==> src/rtl/lnk_pkg.sv <==
// Shared definitions for the link-register branch unit.
// Assumes a two-bit operation code supplied by the decoder.
package lnk_pkg;
    typedef enum logic [1:0] {
        OP_NONE  = 2'd0,
        OP_LINK  = 2'd1,
        OP_TABLE = 2'd2,
        OP_AUG   = 2'd3
    } lnk_op_e;
endpackage

==> src/rtl/lnk_aug_hold.sv <==
// Holds the upper offset bits delivered by a prefix instruction.
// Assumes bubbles are marked with OP_NONE; any other op consumes the prefix.
module lnk_aug_hold #(
    parameter int HI_W = 23
) (
    input  logic            clk,
    input  logic            rst_n,
    input  lnk_pkg::lnk_op_e op,
    input  logic [HI_W-1:0] aug_val,
    output logic [HI_W-1:0] hi,
    output logic            held
);
    // Load on prefix, clear on any other real instruction, keep on bubbles.
    always_ff @(posedge clk) begin
        if (!rst_n) begin
            hi   <= '0;
            held <= 1'b0;
        end else if (op == lnk_pkg::OP_AUG) begin
            hi   <= aug_val;
            held <= 1'b1;
        end else if (op != lnk_pkg::OP_NONE) begin
            hi   <= '0;
            held <= 1'b0;
        end
    end
endmodule

==> src/rtl/lnk_target_calc.sv <==
// Combinational branch-target adder for the link and table forms.
// Assumes PC_W <= DATA_W; all sums wrap to PC_W bits.
module lnk_target_calc #(
    parameter int DATA_W = 32,
    parameter int PC_W   = 16,
    parameter int IMM_W  = 9
) (
    input  lnk_pkg::lnk_op_e         op,
    input  logic                     tab_abs,
    input  logic                     link_rel,
    input  logic [PC_W-1:0]          pc,
    input  logic [DATA_W-1:0]        opnd,
    input  logic [DATA_W-1:0]        dval,
    input  logic [IMM_W-1:0]         s_imm,
    input  logic [DATA_W-IMM_W-1:0]  aug_hi,
    input  logic                     aug_held,
    output logic [PC_W-1:0]          target
);
    localparam int HI_W = DATA_W - IMM_W;

    logic [DATA_W-1:0] pc_ext;
    logic [DATA_W-1:0] offset;
    logic [DATA_W-1:0] sum;

    // Widen the PC for the data-width adders.
    generate
        if (PC_W < DATA_W) begin : g_pad
            assign pc_ext = {{(DATA_W-PC_W){1'b0}}, pc};
        end else begin : g_nopad
            assign pc_ext = pc;
        end
    endgenerate

    // Build the offset from the immediate and a held prefix, if any.
    always_comb begin
        offset = aug_held ? {aug_hi, s_imm} : {{HI_W{1'b0}}, s_imm};
    end

    // Pick the adder terms for the active form.
    always_comb begin
        sum = '0;
        if (op == lnk_pkg::OP_LINK) begin
            sum = link_rel ? (pc_ext + opnd) : opnd;
        end else if (op == lnk_pkg::OP_TABLE) begin
            sum = tab_abs ? (dval + (offset << 2)) : (pc_ext + offset + dval);
        end
        target = sum[PC_W-1:0];
    end
endmodule

==> src/rtl/lnk_word_pack.sv <==
// Packs the flags and return address into the link word.
// Assumes DATA_W >= PC_W + 2; the middle bits are zero.
module lnk_word_pack #(
    parameter int DATA_W = 32,
    parameter int PC_W   = 16
) (
    input  logic              z,
    input  logic              c,
    input  logic [PC_W-1:0]   pc,
    output logic [DATA_W-1:0] word
);
    localparam int PAD_W = DATA_W - 2 - PC_W;

    logic [PC_W-1:0] ret_pc;

    // Return to the instruction after the branch.
    always_comb ret_pc = pc + PC_W'(1);

    generate
        if (PAD_W > 0) begin : g_pad
            assign word = {z, c, {PAD_W{1'b0}}, ret_pc};
        end else begin : g_nopad
            assign word = {z, c, ret_pc};
        end
    endgenerate
endmodule

==> src/rtl/lnk_branch_unit.sv <==
// Last-stage branch-and-link unit: registers the target and the write of
// the link word to register 0, and flags forwarding of that write.
// Assumes the decoder has resolved the link operand and classified the op.
module lnk_branch_unit #(
    parameter int DATA_W = 32,
    parameter int PC_W   = 16,
    parameter int IMM_W  = 9,
    parameter int RA_W   = 9
) (
    input  logic                    clk,
    input  logic                    rst_n,
    input  logic [1:0]              op_i,
    input  logic                    tab_abs_i,
    input  logic                    link_rel_i,
    input  logic [PC_W-1:0]         pc_i,
    input  logic [DATA_W-1:0]       opnd_i,
    input  logic [DATA_W-1:0]       dval_i,
    input  logic [IMM_W-1:0]        s_imm_i,
    input  logic [DATA_W-IMM_W-1:0] aug_val_i,
    input  logic                    z_i,
    input  logic                    c_i,
    input  logic [RA_W-1:0]         dst_i,
    input  logic                    rd_valid_i,
    input  logic [RA_W-1:0]         rd_addr_i,
    output logic                    br_valid_o,
    output logic [PC_W-1:0]         next_pc_o,
    output logic                    wr_en_o,
    output logic [RA_W-1:0]         wr_addr_o,
    output logic [DATA_W-1:0]       wr_data_o,
    output logic                    force0_o,
    output logic                    fwd_hit_o
);
    import lnk_pkg::*;

    localparam int HI_W = DATA_W - IMM_W;

    lnk_op_e           op;
    logic              is_branch;
    logic [HI_W-1:0]   aug_hi;
    logic              aug_held;
    logic [PC_W-1:0]   target;
    logic [DATA_W-1:0] link_word;

    // Decode the incoming operation class.
    always_comb begin
        op        = lnk_op_e'(op_i);
        is_branch = (op == OP_LINK) || (op == OP_TABLE);
    end

    lnk_aug_hold #(.HI_W(HI_W)) u_aug (
        .clk     (clk),
        .rst_n   (rst_n),
        .op      (op),
        .aug_val (aug_val_i),
        .hi      (aug_hi),
        .held    (aug_held)
    );

    lnk_target_calc #(.DATA_W(DATA_W), .PC_W(PC_W), .IMM_W(IMM_W)) u_tgt (
        .op       (op),
        .tab_abs  (tab_abs_i),
        .link_rel (link_rel_i),
        .pc       (pc_i),
        .opnd     (opnd_i),
        .dval     (dval_i),
        .s_imm    (s_imm_i),
        .aug_hi   (aug_hi),
        .aug_held (aug_held),
        .target   (target)
    );

    lnk_word_pack #(.DATA_W(DATA_W), .PC_W(PC_W)) u_pack (
        .z    (z_i),
        .c    (c_i),
        .pc   (pc_i),
        .word (link_word)
    );

    // Register the branch result and the link write for the write-back stage.
    always_ff @(posedge clk) begin
        if (!rst_n) begin
            br_valid_o <= 1'b0;
            wr_en_o    <= 1'b0;
            next_pc_o  <= '0;
            wr_data_o  <= '0;
            force0_o   <= 1'b0;
        end else begin
            br_valid_o <= is_branch;
            wr_en_o    <= is_branch;
            next_pc_o  <= is_branch ? target : '0;
            wr_data_o  <= is_branch ? link_word : '0;
            force0_o   <= is_branch && (dst_i != '0);
        end
    end

    // The destination is always register 0, whatever the encoding said.
    assign wr_addr_o = '0;

    // A younger read of register 0 must take the link word in flight.
    always_comb fwd_hit_o = wr_en_o && rd_valid_i && (rd_addr_i == '0);
endmodule

==> config.mk <==
export PLATFORM = sky130hd
export DESIGN_NAME = lnk_branch_unit
export DESIGN_NICKNAME = d
export VERILOG_FILES = /design/src/rtl/lnk_pkg.sv /design/src/rtl/lnk_aug_hold.sv /design/src/rtl/lnk_target_calc.sv /design/src/rtl/lnk_word_pack.sv /design/src/rtl/lnk_branch_unit.sv
export SDC_FILE = /design/constraint.sdc
export NUM_CORES = 1
export LEC_CHECK = 0
export ABC_AREA = 1
export BUFFER_PORTS_ARGS = -buffer_cell sky130_fd_sc_hd__buf_4
export CAP_MARGIN = 10
export CORE_MARGIN = 5
export CORE_UTILIZATION = 51
export CTS_BUF_LIST = sky130_fd_sc_hd__clkbuf_4 sky130_fd_sc_hd__clkbuf_8
export CTS_CLUSTER_DIAMETER = 150
export DETAILED_ROUTE_END_ITERATION = 6
export PLACE_DENSITY = 0.91
export SKIP_CTS_REPAIR_TIMING = 1
export SLEW_MARGIN = 20
export SYNTH_ARGS = -nofsm -noshare
export SYNTH_HDL_FRONTEND = slang
export SYNTH_SLANG_ARGS = --single-unit
==> constraint.sdc <==
create_clock -name clk -period 3.85 [get_ports clk]
set_input_delay 1.155 -clock clk [delete_from_list [all_inputs] [get_ports clk]]
set_output_delay 1.155 -clock clk [all_outputs]
set_load 0.01 [all_outputs]
### Word level (Yosys, flattened, before mapping)

Cells that the tools add are included.

| word-level totals | value |
|---|---|
| input bits | 139 |
| output and inout port bits | 61 |
| bits in registers | 58 |
| word-level logic and storage cells | 33 |

| cells by class | value |
|---|---|
| mux-type cells | 9 |
| reductions and logical operators | 9 |
| add/sub/neg operators | 5 |
| eq/ne operators | 3 |

Operators by type and width:

| cell | count |
|---|---|
| $mux W16 | 5 |
| $add A16 B16 Y16 | 4 |
| $add A16 B1 Y16 const B | 1 |
| $mux W7 | 2 |
| $logic_not A9 Y1 | 1 |
| $reduce_bool A9 Y1 | 1 |
| $eq A2 B2 Y1 const B | 2 |
| $reduce_bool A2 Y1 | 2 |
| $logic_and A1 B1 Y1 | 3 |
| $eq A2 B1 Y1 const B | 1 |
| $mux W1 | 2 |
| $reduce_and A2 Y1 | 1 |
| $logic_or A1 B1 Y1 | 1 |

### Depth between registers and ports, before layout

| logic depth | value |
|---|---|
| depth after elaboration | 6 |
| depth in mapped cells | 16 |
| gate-level depth less buffers | 15 |

### By module

From an unflattened synthesis, not the netlist that was laid out.

| unflattened totals | value |
|---|---|
| cell total of the unflattened synthesis | 983 |
| area, all modules | 6459.9 µm² |

By module, submodules not included:

| module | cells each | times used | sequential area each (µm²) | area an instance (µm²) |
|---|---|---|---|---|
| lnk_target_calc | 600 | 1 | 0.0 | 3301.9 |
| lnk_branch_unit | 186 | 1 | 1001.0 | 1652.8 |
| lnk_aug_hold | 108 | 1 | 480.5 | 983.4 |
| lnk_word_pack | 89 | 1 | 0.0 | 521.8 |

### Worst setup path after synthesis

Ideal clock, no wire load.

| path | value |
|---|---|
| path kind | input port to flip-flop |
| from | input port pc_i[1] |
| to | register next_pc_o[5] |
| data required time | 3.718 ns |
| buffers on the path | 0 |
| stages | 10 |
| slack | 0.696 ns |
| arrival | 3.021 ns |
| library setup time | 0.132 ns |
| cell sequence | fa_1 -> ha_1 -> fa_1 -> nand3_1 -> nand3_1 -> or2_2 -> a21oi_1 -> a21oi_1 -> nand2_1 -> a21oi_1 |

| between the ends | value |
|---|---|
| cells in the longest elaborated chain, start to end | 5 |
| elaborated cells on any way between the ends | 7 |
| classes of those cells | 3 x add/sub; 4 x mux |

Ends and longest elaborated chain:

| item | line | source |
|---|---|---|
| from (decl) | lnk_branch_unit.sv:15 | `input logic [PC_W-1:0] pc_i,` |
| $add A16 B16 Y16 (2 in a row) | lnk_target_calc.sv:45 | `sum = tab_abs ? (dval + (offset << 2)) : (pc_ext + offset + dval);` |
| $mux W16 | lnk_target_calc.sv:45 |  |
| $mux W16 | lnk_target_calc.sv:44 | `end else if (op == lnk_pkg::OP_TABLE) begin` |
| $mux W16 (*) | lnk_target_calc.sv:42 | `if (op == lnk_pkg::OP_LINK) begin` |
| to (signal assigned) | lnk_branch_unit.sv:90 | `next_pc_o <= is_branch ? target : '0;` |
| to (decl) | lnk_branch_unit.sv:26 | `output logic [PC_W-1:0] next_pc_o,` |

Every way passes the cells marked *; elsewhere a longest branch is shown, timed or not.
A chain may end at the register's enable or synchronous reset.

### Worst setup path after layout

| path | value |
|---|---|
| from | input port pc_i[1] |
| to | register next_pc_o[15] |

The elaborated chain is that of the path after synthesis.

==> key figures <==
Setup path
  – Crit path kind: in2reg
  – FF-to-FF path depth: 15
  – RR Startpoint: u_aug.held
  – Crit start category: input pin
  – Worst endpoint required time: 4.08 ns
  – CP Data Arrival Time: 3.48 ns
  – CP max FO: 5
  – Worst setup path startpoint: pc_i[1]
  – CP Capture Type: flop

Power and ir drop
  – Power density over the cells: 262 nW/um2
  – P_leak: 3.52 nW
  – Worst VDD drop: 153 uV
  – Total power: 1.63 mW

Logic synthesis
  – Largest area contributor in the netlist: nand2_1
  – Top cells by area, synth: nand2_1, dfxtp_1, ha_1
  – Register area share after synthesis: 17.3%
  – Post-Syn Instances: 834
  – Synth cell count leaders: nand2_1, inv_1, nor2_1
  – Post-Syn Area: 5090 um2
  – Main flop type after synthesis: dfxtp_1
  – Yosys warnings: 0
  – Async set-or-reset flop fraction in the synthesized netlist: 0%
  – Top-count cell post-synth: nand2_1
  – FF+latch count, synth: 44
  – Avg Cell Area, Syn: 6.11 um2
  – Post-synth EDFFs: 0
  – Area fraction of the dominant cell type after synthesis: 17.5%
  – Netlist cell types: 43

Floorplan
  – Die width: 110 um
  – Initial Util: 52.1%
  – # rows: 36
  – Die area: 12,100 um2
  – Die height: 110 um
  – Number of I/O pins: 200
  – Core area: 9770 um2

Layout
  – Layout cells sized above 1: 15.9%
  – Post-route design area: 6210 um2
  – NumNets Final: 1,160
  – P&R area growth vs syn: 22.0%
  – Final Non-Filler Cells: 1,090
  – Diode count: 0

GRT
  – Vias in the first global route: 4,980
  – Total gr overflow: 0
  – Largest net degree at the start of global routing: 28
  – Global-route wire length before repair: 22.6 mm
  – Initial antenna violation count: 0
  – Gr usage total: 23.4%

Clock tree
  – CTS buffer count: 5
  – CTS clk-pin slew, worst paths: 0.08 ns
  – Clock root buffer: clkbuf_8
  – CTS tree: yes
  – Clock Latency Late Sink: 0.30 ns
  – Max Root-Sink Buffers: 2
  – Sink Count: 44
  – H-tree Lvls: 2

Run
  – Max Cap Viol: 0

STA
  – Final setup violation count: 0
  – Layout Skew: 0.00908 ns
  – RSZ-0062 raised after global routing: no
  – Slew margin rel.: 60.2%
  – Worst hold slack: 0.462 ns
  – Worst-Margin Slew: 0.597 ns
  – Final hold viol count: 0
  – Max Fclk: 308 MHz
  – Tmin final: 3.25 ns
  – Pins Over Slew Limit: 0
  – Setup tns final: 0 ns
  – Final period util: 84.3%

Drt
  – DR pass1 iterations: 5
  – Avg WL per Cell: 13.1 um
  – Starting DRC count in detailed routing: 352
  – DRC: 0
  – Routed via count: 5,426
  – Post-route ant nets: 0
  – Total wire length: 14.2 mm
  – Vias per std cell: 4.98

Status
  – Outcome: finished clean

Placed design
  – Inst Count DP: 1,082
  – Placer Congestion: 0.926
  – HPWL after DPL: 11.8 mm
  – Placed Instance Area: 6080 um2
  – Port Buffers: 128

Hold path
  – Worst Hold Depth: 2
  – Worst min-delay path class: reg2reg
  – Min-Delay Startpoint: u_aug.hi[0]
[power breakdown]
part	internal [mW]	switching (mW)	leakage, nW
clock network	0.229	0.165	0.0645
logic	0.299	0.446	3.10
registers	0.477	0.00827	0.360
total	1.01	0.620	3.52
[worst paths after layout]
path              slack [ns]            end
hold reg to reg         0.46    u_aug.hi[0]
hold / removal          0.46    u_aug.hi[0]
setup / recovery        0.60  next_pc_o[15]
setup reg to reg        1.37  next_pc_o[14]
[cell usage in the layout, fill, tap and decap left out, types with 2 or more instances in the layout]
cell / count
nand2_1: 238
inv_1: 139
buf_4: 130
nor2_1: 83
nand3_1: 76
a21oi_1: 59
ha_1: 47
dfxtp_1: 44
o21ai_0: 25
conb_1: 23
fa_1: 18
xor2_1: 10
nand4_1: 9
clkbuf_8: 7
and2_1: 6
nor3_1: 4
nor4_1: 3
or2_1: 3
xnor2_1: 3
o21bai_1: 2
inv_2: 2
or2_2: 2
o21a_1: 2
nand3_2: 2
nor2_2: 2
o21ai_1: 2
a31oi_1: 2
[routing by layer]
layer	wire (um)	up-vias	track usage [%]
met3	1220	28	4.40
li1	-	2816	-
met4	379	0	8.55
met1	6120	2351	29.1
met2	6530	231	40.1
met5	0	-	0
[state kept, by name, summed over array words and instances (netlist names)]
name and flops:
u_aug.held 1, wr_en_o 1, wr_data_o 18, force0_o 1, u_aug.hi 7, next_pc_o 16
[critical path: stages]
cell and delay [ns]:
buf_4 0.14, fa_1 0.47, ha_1 0.26, fa_1 0.42
nand3_1 0.10, nand3_1 0.17, nand2_1 0.13, nand2_1 0.11
nand2_1 0.11, nand3_1 0.08, nand3_1 0.10, nand3_1 0.11
a21oi_1 0.13
[area by class of cell]
type / count / area, um2
fill: 896 / 3560
inverter: 142 / 533
clock inverter: 1 / 30.0
tap: 133 / 166
clock buffer: 7 / 96.3
multi-input combinational: 633 / 3530
sequential: 44 / 881
timing repair buffer: 130 / 976
[cells by family (layout without fill, tap and decap cells)]
kind of cell / after synthesis / after routing / synth area share [%]
simple gates: 437 / 437 / 37.0
buf+inv: 179 / 280 / 15.0
compound gates: 95 / 95 / 9.73
fa+ha+maj: 65 / 65 / 18.6
flops: 44 / 44 / 17.3
xor+xnor: 13 / 13 / 2.24
other cells: 1 / 23 / 0.0736
[stage by stage]
step,utilization [%],setup slack [ns]
after global routing,63.5,0.430
after CTS,63.5,0.640
after floorplan,-,0.696
final,63.5,0.604
after detailed placement,62.3,0.386
after global placement,62.3,0.423
(Power assumes the default switching activity.)
